## src/rtl/gbp_pkg.sv

```systemverilog
// Shared constants for the bit-addressable port controller.
// Assumes a 4-bit register data path and a 6-bit register address space.
package gbp_pkg;
    localparam int ADDR_W     = 6;
    localparam int GRP_W      = 4;
    localparam int IDX_W      = 4;
    localparam int N_IN       = 2;
    localparam int IN_BASE    = 10;
    localparam logic [ADDR_W-1:0] DCR_BASE  = 6'h2C;
    localparam logic [ADDR_W-1:0] MODE_ADDR = 6'h25;
    localparam int MODE_STOP_BIT = 2;
    localparam int MODE_INT_BIT  = 3;
endpackage

```

## src/rtl/gbp_data_latch.sv

```systemverilog
// Output data latches for the bidirectional pins, updated by per-bit
// set and clear strobes. Assumes the strobes last one cycle. Clear wins
// over set. Indices at or above N_BIDIR are ignored.
module gbp_data_latch
    import gbp_pkg::*;
#(
    parameter int N_BIDIR = 9
) (
    input  logic               clk,
    input  logic               rst_n,
    input  logic [IDX_W-1:0]   bit_idx,
    input  logic               bit_set,
    input  logic               bit_clr,
    output logic [N_BIDIR-1:0] q
);
    // Update the addressed latch bit; clear beats set
    always_ff @(posedge clk) begin
        if (!rst_n) begin
            q <= '0;
        end else begin
            for (int i = 0; i < N_BIDIR; i++) begin
                if (bit_idx == IDX_W'(i)) begin
                    if (bit_clr)      q[i] <= 1'b0;
                    else if (bit_set) q[i] <= 1'b1;
                end
            end
        end
    end


    clr_priority_chk: assert property (@(posedge clk) disable iff (!rst_n)
        (bit_set && bit_clr && (int'(bit_idx) < N_BIDIR)) |=> !q[$past(bit_idx)]);


    out_of_range_chk: assert property (@(posedge clk) disable iff (!rst_n)
        ((bit_set || bit_clr) && (int'(bit_idx) >= N_BIDIR)) |=> $stable(q));
endmodule

```

## src/rtl/gbp_ctrl_regs.sv

```systemverilog
// Memory-mapped buffer-enable registers and port mode selects.
// Each enable register covers GRP_W pins, starting at DCR_BASE. Bits past
// the last pin are not stored and read as 0. The stop clear and the reset
// both clear all of them and take priority over a write.
module gbp_ctrl_regs
    import gbp_pkg::*;
#(
    parameter int N_BIDIR = 9
) (
    input  logic               clk,
    input  logic               rst_n,
    input  logic               stop_clr,
    input  logic               reg_we,
    input  logic [ADDR_W-1:0]  reg_addr,
    input  logic [GRP_W-1:0]   reg_wdata,
    output logic [GRP_W-1:0]   reg_rdata,
    output logic [N_BIDIR-1:0] oe_q,
    output logic               sel_stop,
    output logic               sel_int0
);
    localparam int N_DCR = (N_BIDIR + GRP_W - 1) / GRP_W;

    // Write the enable bits of the addressed group and the mode selects
    always_ff @(posedge clk) begin
        if (!rst_n || stop_clr) begin
            oe_q     <= '0;
            sel_stop <= 1'b0;
            sel_int0 <= 1'b0;
        end else if (reg_we) begin
            for (int i = 0; i < N_BIDIR; i++) begin
                if (reg_addr == DCR_BASE + ADDR_W'(i / GRP_W))
                    oe_q[i] <= reg_wdata[i % GRP_W];
            end
            if (reg_addr == MODE_ADDR) begin
                sel_stop <= reg_wdata[MODE_STOP_BIT];
                sel_int0 <= reg_wdata[MODE_INT_BIT];
            end
        end
    end

    // Assemble the read data for the addressed register
    always_comb begin
        reg_rdata = '0;
        for (int k = 0; k < N_DCR; k++) begin
            if (reg_addr == DCR_BASE + ADDR_W'(k)) begin
                for (int b = 0; b < GRP_W; b++) begin
                    if (k * GRP_W + b < N_BIDIR) reg_rdata[b] = oe_q[k * GRP_W + b];
                end
            end
        end
        if (reg_addr == MODE_ADDR) begin
            reg_rdata[MODE_STOP_BIT] = sel_stop;
            reg_rdata[MODE_INT_BIT]  = sel_int0;
        end
    end


    dcr_write_chk: assert property (@(posedge clk) disable iff (!rst_n)
        (reg_we && !stop_clr && reg_addr == DCR_BASE) |=> oe_q[GRP_W-1:0] == $past(reg_wdata));


    stop_clear_chk: assert property (@(posedge clk) disable iff (!rst_n)
        stop_clr |=> (oe_q == '0) && !sel_stop && !sel_int0);
endmodule

```

## src/rtl/gbp_pin_sense.sv

```systemverilog
// Bit-test multiplexer and alternate-function routing for the
// input-only pins. Purely combinational. Assumes pin levels arrive
// already synchronised.
module gbp_pin_sense
    import gbp_pkg::*;
#(
    parameter int N_BIDIR = 9
) (
    input  logic [IDX_W-1:0]   bit_idx,
    input  logic [N_BIDIR-1:0] pad_in,
    input  logic [N_IN-1:0]    in_only,
    input  logic               sel_stop,
    input  logic               sel_int0,
    output logic               test_bit,
    output logic               stop_req,
    output logic               int0_req
);
    // Pick the raw level of the addressed pin
    always_comb begin
        test_bit = 1'b0;
        for (int i = 0; i < N_BIDIR; i++)
            if (bit_idx == IDX_W'(i)) test_bit = pad_in[i];
        for (int j = 0; j < N_IN; j++)
            if (bit_idx == IDX_W'(IN_BASE + j)) test_bit = in_only[j];
    end

    // Route the input-only pins to their peripherals when selected
    always_comb begin
        stop_req = sel_stop & in_only[0];
        int0_req = sel_int0 & in_only[1];
    end
endmodule

```

## src/rtl/gpio_bitport.sv

```systemverilog
// Top of the bit-addressable port controller. Joins the data latches,
// the control registers and the pin sense logic. Assumes a synchronous
// active-low reset and single-cycle strobes.
module gpio_bitport
    import gbp_pkg::*;
#(
    parameter int N_BIDIR = 9
) (
    input  logic               clk,
    input  logic               rst_n,
    input  logic               stop_clr,
    input  logic [IDX_W-1:0]   bit_idx,
    input  logic               bit_set,
    input  logic               bit_clr,
    output logic               test_bit,
    input  logic               reg_we,
    input  logic [ADDR_W-1:0]  reg_addr,
    input  logic [GRP_W-1:0]   reg_wdata,
    output logic [GRP_W-1:0]   reg_rdata,
    input  logic [N_BIDIR-1:0] pad_in,
    input  logic [N_IN-1:0]    in_only,
    output logic [N_BIDIR-1:0] pad_out,
    output logic [N_BIDIR-1:0] pad_oe,
    output logic               stop_req,
    output logic               int0_req
);
    logic sel_stop, sel_int0;

    gbp_data_latch #(.N_BIDIR(N_BIDIR)) latch_i (
        .clk(clk), .rst_n(rst_n), .bit_idx(bit_idx),
        .bit_set(bit_set), .bit_clr(bit_clr), .q(pad_out)
    );

    gbp_ctrl_regs #(.N_BIDIR(N_BIDIR)) regs_i (
        .clk(clk), .rst_n(rst_n), .stop_clr(stop_clr), .reg_we(reg_we),
        .reg_addr(reg_addr), .reg_wdata(reg_wdata), .reg_rdata(reg_rdata),
        .oe_q(pad_oe), .sel_stop(sel_stop), .sel_int0(sel_int0)
    );

    gbp_pin_sense #(.N_BIDIR(N_BIDIR)) sense_i (
        .bit_idx(bit_idx), .pad_in(pad_in), .in_only(in_only),
        .sel_stop(sel_stop), .sel_int0(sel_int0), .test_bit(test_bit),
        .stop_req(stop_req), .int0_req(int0_req)
    );


    stop_idle_chk: assert property (@(posedge clk) disable iff (!rst_n)
        stop_clr |=> !stop_req && !int0_req && (pad_oe == '0));


    stop_keeps_data_chk: assert property (@(posedge clk) disable iff (!rst_n)
        (stop_clr && !bit_set && !bit_clr) |=> $stable(pad_out));
endmodule

```

## config.mk

```make
export PLATFORM = sky130hd
export DESIGN_NAME = gpio_bitport
export DESIGN_NICKNAME = d
export VERILOG_FILES = /design/src/rtl/gbp_pkg.sv /design/src/rtl/gbp_data_latch.sv /design/src/rtl/gbp_ctrl_regs.sv /design/src/rtl/gbp_pin_sense.sv /design/src/rtl/gpio_bitport.sv
export SDC_FILE = /design/constraint.sdc
export NUM_CORES = 1
export LEC_CHECK = 0
export BUFFER_PORTS_ARGS = -buffer_cell sky130_fd_sc_hd__buf_2
export CAP_MARGIN = 20
export CORE_MARGIN = 3
export CORE_UTILIZATION = 40
export DETAILED_ROUTE_END_ITERATION = 8
export PLACE_DENSITY = 0.84
export SYNTH_ARGS = -nofsm -noshare
export SYNTH_HDL_FRONTEND = slang
export SYNTH_SLANG_ARGS = --single-unit
```

## constraint.sdc

```tcl
create_clock -name clk -period 1.3 [get_ports clk]
set_clock_uncertainty 0.2 [all_clocks]
set_input_delay 0.195 -clock clk [delete_from_list [all_inputs] [get_ports clk]]
set_output_delay 0.195 -clock clk [all_outputs]
set_load 0.01 [all_outputs]
```

**After elaboration in Yosys (flattened, before gate mapping)**

Cells that the tools add are included.

- Output and inout port bits: 25
- Word-level logic and storage cells: 64
- Register bits: 20

- Bitwise logic cells: 2
- Reductions and logical operators: 17
- Multiplexer cells: 17
- Equal/unequal tests: 14

Operators by type and width:

| cell | count |
|---|---|
| 2-bit AND reduction | 13 |
| 6-bit == test, second input constant | 4 |
| 4-bit by 3-bit == test with 1-bit output, second input constant | 4 |
| 1-bit 2-to-1 mux | 14 |
| 4-bit == test, second input constant | 3 |
| 4-bit by 2-bit == test with 1-bit output, second input constant | 2 |
| 4-bit 2-to-1 mux | 2 |
| 4-bit by 1-bit == test with 1-bit output, second input constant | 1 |
| 4-bit zero test | 1 |
| 1-bit AND | 2 |
| 2-bit 2-to-1 mux | 1 |
| 2-bit nonzero test | 1 |
| 1-bit zero test | 1 |
| 1-bit logical OR | 1 |

**Longest topological paths before layout**

Gate-level depths: netlist (run 1).

- Depth in word-level cells: 12
- Gate-level depth with buffers: 6
- Mapped depth without buffers: 4

**Hierarchy**

A second synthesis (run 1) with hierarchy kept.

- Cell total of the unflattened synthesis: 120
- Area total of the unflattened synthesis: 1201.2 sq um

Modules (own cells, without submodules):

| module | times used | cells an instance | seq. area each (sq um) | area each (sq um) |
|---|---|---|---|---|
| gbp_ctrl_regs | 1 | 63 | 220.2 | 628.1 |
| gbp_data_latch | 1 | 47 | 180.2 | 461.7 |
| gbp_pin_sense | 1 | 10 | 0.0 | 111.4 |

**Worst setup path before layout (run 1)**

Ideal clock, no wire load.

- Path type: input to output
- Start point: in bit_idx[0]
- End point: out test_bit
- Cell stages on the path: 4
- Buffers on the path: 1
- Arrival: 1.005 ns
- Slack: -0.100 ns
- Cells stage by stage: buf_2 -> mux2_2 -> a31oi_1 -> o221ai_1

- Cells in the longest elaborated chain, start to end: 12

RTL lines:

| element | line | source |
|---|---|---|
| start, declared | gpio_bitport.sv:12 | `input logic [IDX_W-1:0] bit_idx,` |
| 4-bit zero test | gbp_pin_sense.sv:22 | `if (bit_idx == IDX_W'(i)) test_bit = pad_in[i];` |
| 1-bit 2-to-1 mux (9 in series) | gbp_pin_sense.sv:22 |  |
| 1-bit 2-to-1 mux | gbp_pin_sense.sv:24 | `if (bit_idx == IDX_W'(IN_BASE + j)) test_bit = in_only[j];` |
| 1-bit 2-to-1 mux (*) | gbp_pin_sense.sv:24 |  |
| end, declared | gpio_bitport.sv:15 | `output logic test_bit,` |

Mark *: on every way between the ends. The rest lies on a longest branch, timed or not.

**Worst setup path in the final report (run 1)**

- Start point: reg regs_i.oe_q[0]
- End point: out reg_rdata[0]

- Cells in the longest elaborated chain, start to end: 3

RTL lines:

| element | line | source |
|---|---|---|
| start, declared | gbp_ctrl_regs.sv:17 | `output logic [N_BIDIR-1:0] oe_q,` |
| start signal, assigned by index | gbp_ctrl_regs.sv:32 | `oe_q[i] <= reg_wdata[i % GRP_W];` |
| 4-bit 2-to-1 mux (2 in series) | gbp_ctrl_regs.sv:45 | `if (reg_addr == DCR_BASE + ADDR_W'(k)) begin` |
| 1-bit 2-to-1 mux | gbp_ctrl_regs.sv:45 |  |
| end, declared | gpio_bitport.sv:19 | `output logic [GRP_W-1:0] reg_rdata,` |

Every way passes these cells.

==> impl_metrics.toml, run 1 <==
[power_and_ir_drop]
p_per_area_nw_per_um2 = 697
leakagePower_nw = 0.856
vdd_ir_drop_max_uv = 651

[placed_design]
dp.cells = 242
io_buffers = 55
dp_hpwl_um = 2430
gp_congestion = 0.832
placed_area_um2 = 1550

[cells_and_area]
n_fill_cell = 189
layout-drive-gt1-share = 0.483
layoutNonFillerInstCount = 260
area_delta_synth_final_pct = 70.8
post-route-cell-area_um2 = 1870
nNetsFinal = 262
diodes = 0

[floorplanning]
initial_core_util = 0.430
rows = 18
io_pins = 56
die_width_um = 58.3
core_area_um2 = 2540
die_h_um = 58.3
dieArea_um2 = 3400

[sta]
setup_viol = 6
layout_setup_ws_ps = -241
period_share = 1.19
max_freq_mhz = 649
slew_violations = 0
fin_crit_ps = 1540
hold_violations = 0
worstMarginPinSlew_ps = 428
slew_headroom = 0.715
rsz0062_at_grt = "yes"

[routing]
postRouteAntennaNets = 0
num_vias = 1384
firstDrtPassIters = 4
wl_per_cell_um = 13.8
routed_wl_um = 3600
drtIter0Drc = 100
drc = 0
via_per_inst = 5.32

[worst_hold_path]
min_to = "latch_i.q[8]"
hold_depth = 3
min_from = "bit_set"
hold_path.class = "in -> reg"

[critical_path]
rrSetupSlack_ps = 330
r2r_start = "latch_i.q[0]"
path_class = "reg -> out"
crit_fanout = 3
r2r_cells = 2
r2r-end = "latch_i.q[0]"
end_kind = "primary output"
cp.arrival_ps = 1150
cp_data_required_time_ps = 900
start_kind = "register"

[logic_synthesis]
synth-main-ff-cell = "dfxtp_1"
ys_ff_latch = 20
syn_area_per_cell_um2 = 7.65
synthCells = 143
synthesis.nets = 174
synth-edff-count = 0
ys_types = 34
syn_area_um2 = 1090
synthArstFlopShare = 0
ys_seq_area_frac = 0.366
yosysWarnings = 0

[status]
status = "finished, violations left"
violations = "setup timing"

[clock_tree]
path_clk_slew_ps = 120
clk_path_buf_depth = 2
clockRootBuffer = "clkbuf_4"
cts_tree = "built"
cts_htree_levels = 1
cts_buffers = 3
clkLatencyLatePin_ps = 290
cts_sinks = 20

[global_route]
grt_use_total = 0.208
overflow = 0
grt_pass1_vias = 1317
grt_pass1_wl_um = 5550
grt_max_degree = 12
antenna_found_initial = 0

[run]
maxCapViolCount = 0
-- Yosys cell counts (2+ instances only) --
cell	count	area (um^2)
a21oi_1	20	100
dfxtp_1	20	400
nand2_1	19	71.3
nor2_1	14	52.6
nand3_1	13	65.1
o21ai_0	7	35.0
and2_1	5	31.3
nand2b_1	5	31.3
a31oi_1	3	18.8
mux2i_1	3	30.0
nor3_1	3	15.0
a211o_1	2	17.5
a22oi_1	2	15.0
a311oi_1	2	17.5
buf_2	2	10.0
clkbuf_1	2	7.51
inv_1	2	7.51
nor2b_1	2	12.5
nor3_2	2	20.0
-- kinds of logic (layout without fill, tap and decap cells) --
| logic type | count (synthesis) | in the layout | share of synthesized area |
|---|---|---|---|
| DFF | 20 | 20 | 0.366 |
| muxes | 4 | 4 | 0.0378 |
| buffers and inverters | 8 | 95 | 0.0401 |
| and+or+nand+nor | 70 | 70 | 0.332 |
| AOI/OAI and AO/OA | 41 | 41 | 0.224 |
-- layout by cell type (no fill, tap or decap), types with 2 or more instances in the layout --
cell type,count
inv_1,2
a21oi_1,19
mux2i_1,3
dlygate4sd3_1,10
nand3_1,13
dfxtp_2,5
and2_4,5
nor2b_1,2
dfxtp_1,15
a22oi_2,2
buf_6,8
a211o_1,2
nor3_2,2
nor3_4,3
buf_2,47
a21oi_2,2
nor2_1,14
nand2_1,19
a31oi_1,2
nand2b_4,3
a311oi_1,2
nand2b_1,2
clkbuf_4,3
o21ai_0,6
buf_4,22
-- worst max-delay path, cell delays in order, from the launching register on --
cell	delay (ps)
dfxtp_2	350
mux2i_1	130
nor2_1	60
a21oi_1	120
nor2_1	60
buf_2	130
-- power breakdown --
group,switching [W],total [W],internal [W]
Clock,0.000200,0.000370,0.000171
Sequential,0.00000333,0.000622,0.000619
Combinational,0.000143,0.000309,0.000165
Total,0.000346,0.00130,0.000955
-- state kept, by name (all words and copies together) (netlist names) --
signal	count
regs_i.sel_int0	1
latch_i.q	9
regs_i.oe_q	9
regs_i.sel_stop	1
-- metal layers --
layer	vias to the layer above	global-route usage	routed length (um)
li1	683	-	-
met1	631	0.224	1330
met2	64	0.402	1940
met3	6	0.0445	276
met4	0	0.0530	48
met5	-	0	0
-- layout make-up --
cell class	instances	area [um^2]	area share
Multi-Input combinational cell	115	754	0.404
Inverter	2	7.51	0.00402
Sequential cell	20	407	0.218
Tap cell	30	37.5	0.0201
Clock buffer	4	36.3	0.0194
Timing Repair Buffer	89	626	0.335
-- timing repair --
item,4_1_cts,5_1_grt
endpoints found under the setup margin,7,10
hold buffers,10,0
buffers inserted,4,0
gates resized for setup,25,12
pin swaps,11,4
hold endpoints to repair,18,0
-- metrics by stage --
step	worst slack [ps]	total power [W]	setup TNS, ps	utilization	hold slack, ps
2_1_floorplan	1.51	0.000744	0	-	89.3
3_3_place_gp	-243	0.000868	-1510	0.609	247
3_5_place_dp	-304	0.000872	-2030	0.609	248
4_1_cts	-244	0.00129	-931	0.717	8.04
5_1_grt	-319	0.00136	-1280	0.734	19.2
6_report	-241	0.00130	-956	0.734	8.79
-- how the worst max path moves through the flow --
stage,startpoint,endpoint,slack (ps),cells after the start
2_1_floorplan,bit_idx[0],test_bit,2,4
3_3_place_gp,reg_addr[4],reg_rdata[3],-240,6
3_5_place_dp,reg_addr[4],regs_i.oe_q[8],-300,6
4_1_cts,regs_i.oe_q[0],reg_rdata[0],-240,5
5_1_grt,regs_i.oe_q[0],reg_rdata[0],-320,5
6_report,regs_i.oe_q[0],reg_rdata[0],-240,5
(Power assumes the default switching activity.)
==> run 2, diff against run 1 <==
--- a/config.mk
+++ b/config.mk
@@ -10,7 +10,7 @@
 export CORE_MARGIN = 3
 export CORE_UTILIZATION = 40
 export DETAILED_ROUTE_END_ITERATION = 8
-export PLACE_DENSITY = 0.84
+export PLACE_DENSITY = 0.75
 export SYNTH_ARGS = -nofsm -noshare
 export SYNTH_HDL_FRONTEND = slang
 export SYNTH_SLANG_ARGS = --single-unit
==> run 2 against run 1 <==
The flow still finishes with violations (setup timing). Sequential cell count unchanged. Core utilization is 1.1 points higher. Non-clock buffer count increased by 2. Sequential share of layout area fell by 0.38 points. Critical path depth is the same. Wire length increased by 10%. Largest cell class unchanged. Largest power group unchanged.
==> impl_metrics.toml, run 2 (synthesized netlist as in run 1, its figures left out) <==
[power_and_ir_drop]
power.total_w = 0.00131
p_per_area_nw_per_um2 = 690
leakagePower_nw = 0.876
vdd_ir_drop_max_uv = 627

[global_route]
grt_pass1_wl_um = 6530
grt_pass1_vias = 1527
grt_max_degree = 14
overflow = 0
antenna_found_initial = 0
grt_use_total = 0.245

[sta]
rsz0062_at_grt = "yes"
period_share = 1.21
setup_viol = 6
worstMarginPinSlew_ps = 447
layout_setup_ws_ps = -269
max_freq_mhz = 637
fin_crit_ps = 1570
hold_violations = 0
setup-tns-final_ps = -1090
slew_violations = 0
slew_headroom = 0.702

[worst_hold_path]
hold_path.class = "in -> reg"

[run]
maxCapViolCount = 0

[critical_path]
cp_data_required_time_ps = 900
slowest_stage = "nand4b_1"
path_class = "in -> out"
end_kind = "primary output"
crit_chain = "buf_6, nand4b_1, nor3_4, a22o_1, buf_2"
crit_fanout = 5
cp.arrival_ps = 1170
slowest_delay_ps = 290
start_kind = "input pin"

[floorplanning]
initial_core_util = 0.430
rows = 18
io_pins = 56
die_width_um = 58.3
dieArea_um2 = 3400
core_area_um2 = 2540
die_h_um = 58.3

[routing]
num_vias = 1456
wl_per_cell_um = 15.1
routed_wl_um = 3960
postRouteAntennaNets = 0
via_per_inst = 5.56
drtIter0Drc = 68
firstDrtPassIters = 4
drc = 0

[cells_and_area]
layout-drive-gt1-share = 0.483
biggestRegsByFlops = "latch_i.q x9, regs_i.oe_q x9"
nNetsFinal = 264
mostFrequentLayoutCell = "buf_2"
area_delta_synth_final_pct = 73.3
diodes = 0
layoutNonFillerInstCount = 262
n_fill_cell = 183
final_cell_mix = "buf_2 (46), buf_4 (23), nand2_1 (19)"

[clock_tree]
cts_sinks = 20
cts_tree = "built"
clk_path_buf_depth = 2
cts_buffers = 3
clkLatencyLatePin_ps = 300
path_clk_slew_ps = 120
cts_htree_levels = 1
clockRootBuffer = "clkbuf_4"

[status]
violations = "setup timing"
status = "finished, violations left"

[placed_design]
dp_hpwl_um = 2720
dp.cells = 244
gp_congestion = 0.876
io_buffers = 55
## run 2: changes by cell type in the layout (fill, tap and decap cells not counted), sizes merged
| cell | previous run | this run |
|---|---|---|
| buf | 79 | 82 |
| dlygate4sd3 | 10 | 9 |
## run 2: path summary, 6_finish.rpt
| kind | endpoint | cells past startpoint | slack [ps] | start |
|---|---|---|---|---|
| max reg2reg | latch_i.q[4] | 2 | 320 | latch_i.q[4] |
| min | latch_i.q[8] | 3 | 70 | bit_set |
| max | reg_rdata[1] | 5 | -270 | reg_addr[4] |
| min reg2reg | latch_i.q[7] | 2 | 280 | latch_i.q[7] |
## run 2: report_power, final
part / internal (W) / total (W) / switching [W]
sequential: 0.000619 / 0.000623 / 0.00000379
combinational: 0.000168 / 0.000315 / 0.000147
clock: 0.000171 / 0.000371 / 0.000200
total: 0.000958 / 0.00131 / 0.000350
## run 2: per-layer routing
layer / routed length (um) / part of all wire / global-route usage / vias up
li1: - / - / - / 691
met1: 1420 / 0.36 / 0.243 / 675
met2: 2150 / 0.54 / 0.474 / 74
met3: 246 / 0.062 / 0.0579 / 16
met4: 146 / 0.037 / 0.103 / 0
met5: 0 / 0 / 0 / -
## run 2: what timing repair did
item	CTS	global route
setup buffers	4	1
hold buffers	9	0
resized for setup	29	15
cloned	0	0
pin swaps	8	5
hold endpoints to repair	19	0
setup endpoints to repair	7	14
## run 2: worst max-delay path, delay by kind of cell
family | cells | cell delay (ps)
buffers and inverters | 2 | 230
AO/OA/AOI/OAI | 1 | 190
AND/OR/NAND/NOR | 2 | 570
## run 2: stage by stage
stage	setup WS, ps	cell area, um^2	hold WS [ps]	utilization
finish	-269	1900	67.1	0.745
global placement	-213	1550	238	0.610
detailed placement	-272	1550	244	0.610
floorplan	1.51	1120	89.3	-
global route	-353	1900	81.6	0.745
CTS	-259	1830	40.8	0.719
## run 2: final cells by class
cell class              instances  area, um^2  share of cell area
repair buffers                 91         661               0.349
inverters                       2        7.51             0.00396
flip-flops and latches         20         405               0.214
multi-input cells             115         748               0.395
clock buffers                   4        36.3              0.0191
well taps                      30        37.5              0.0198
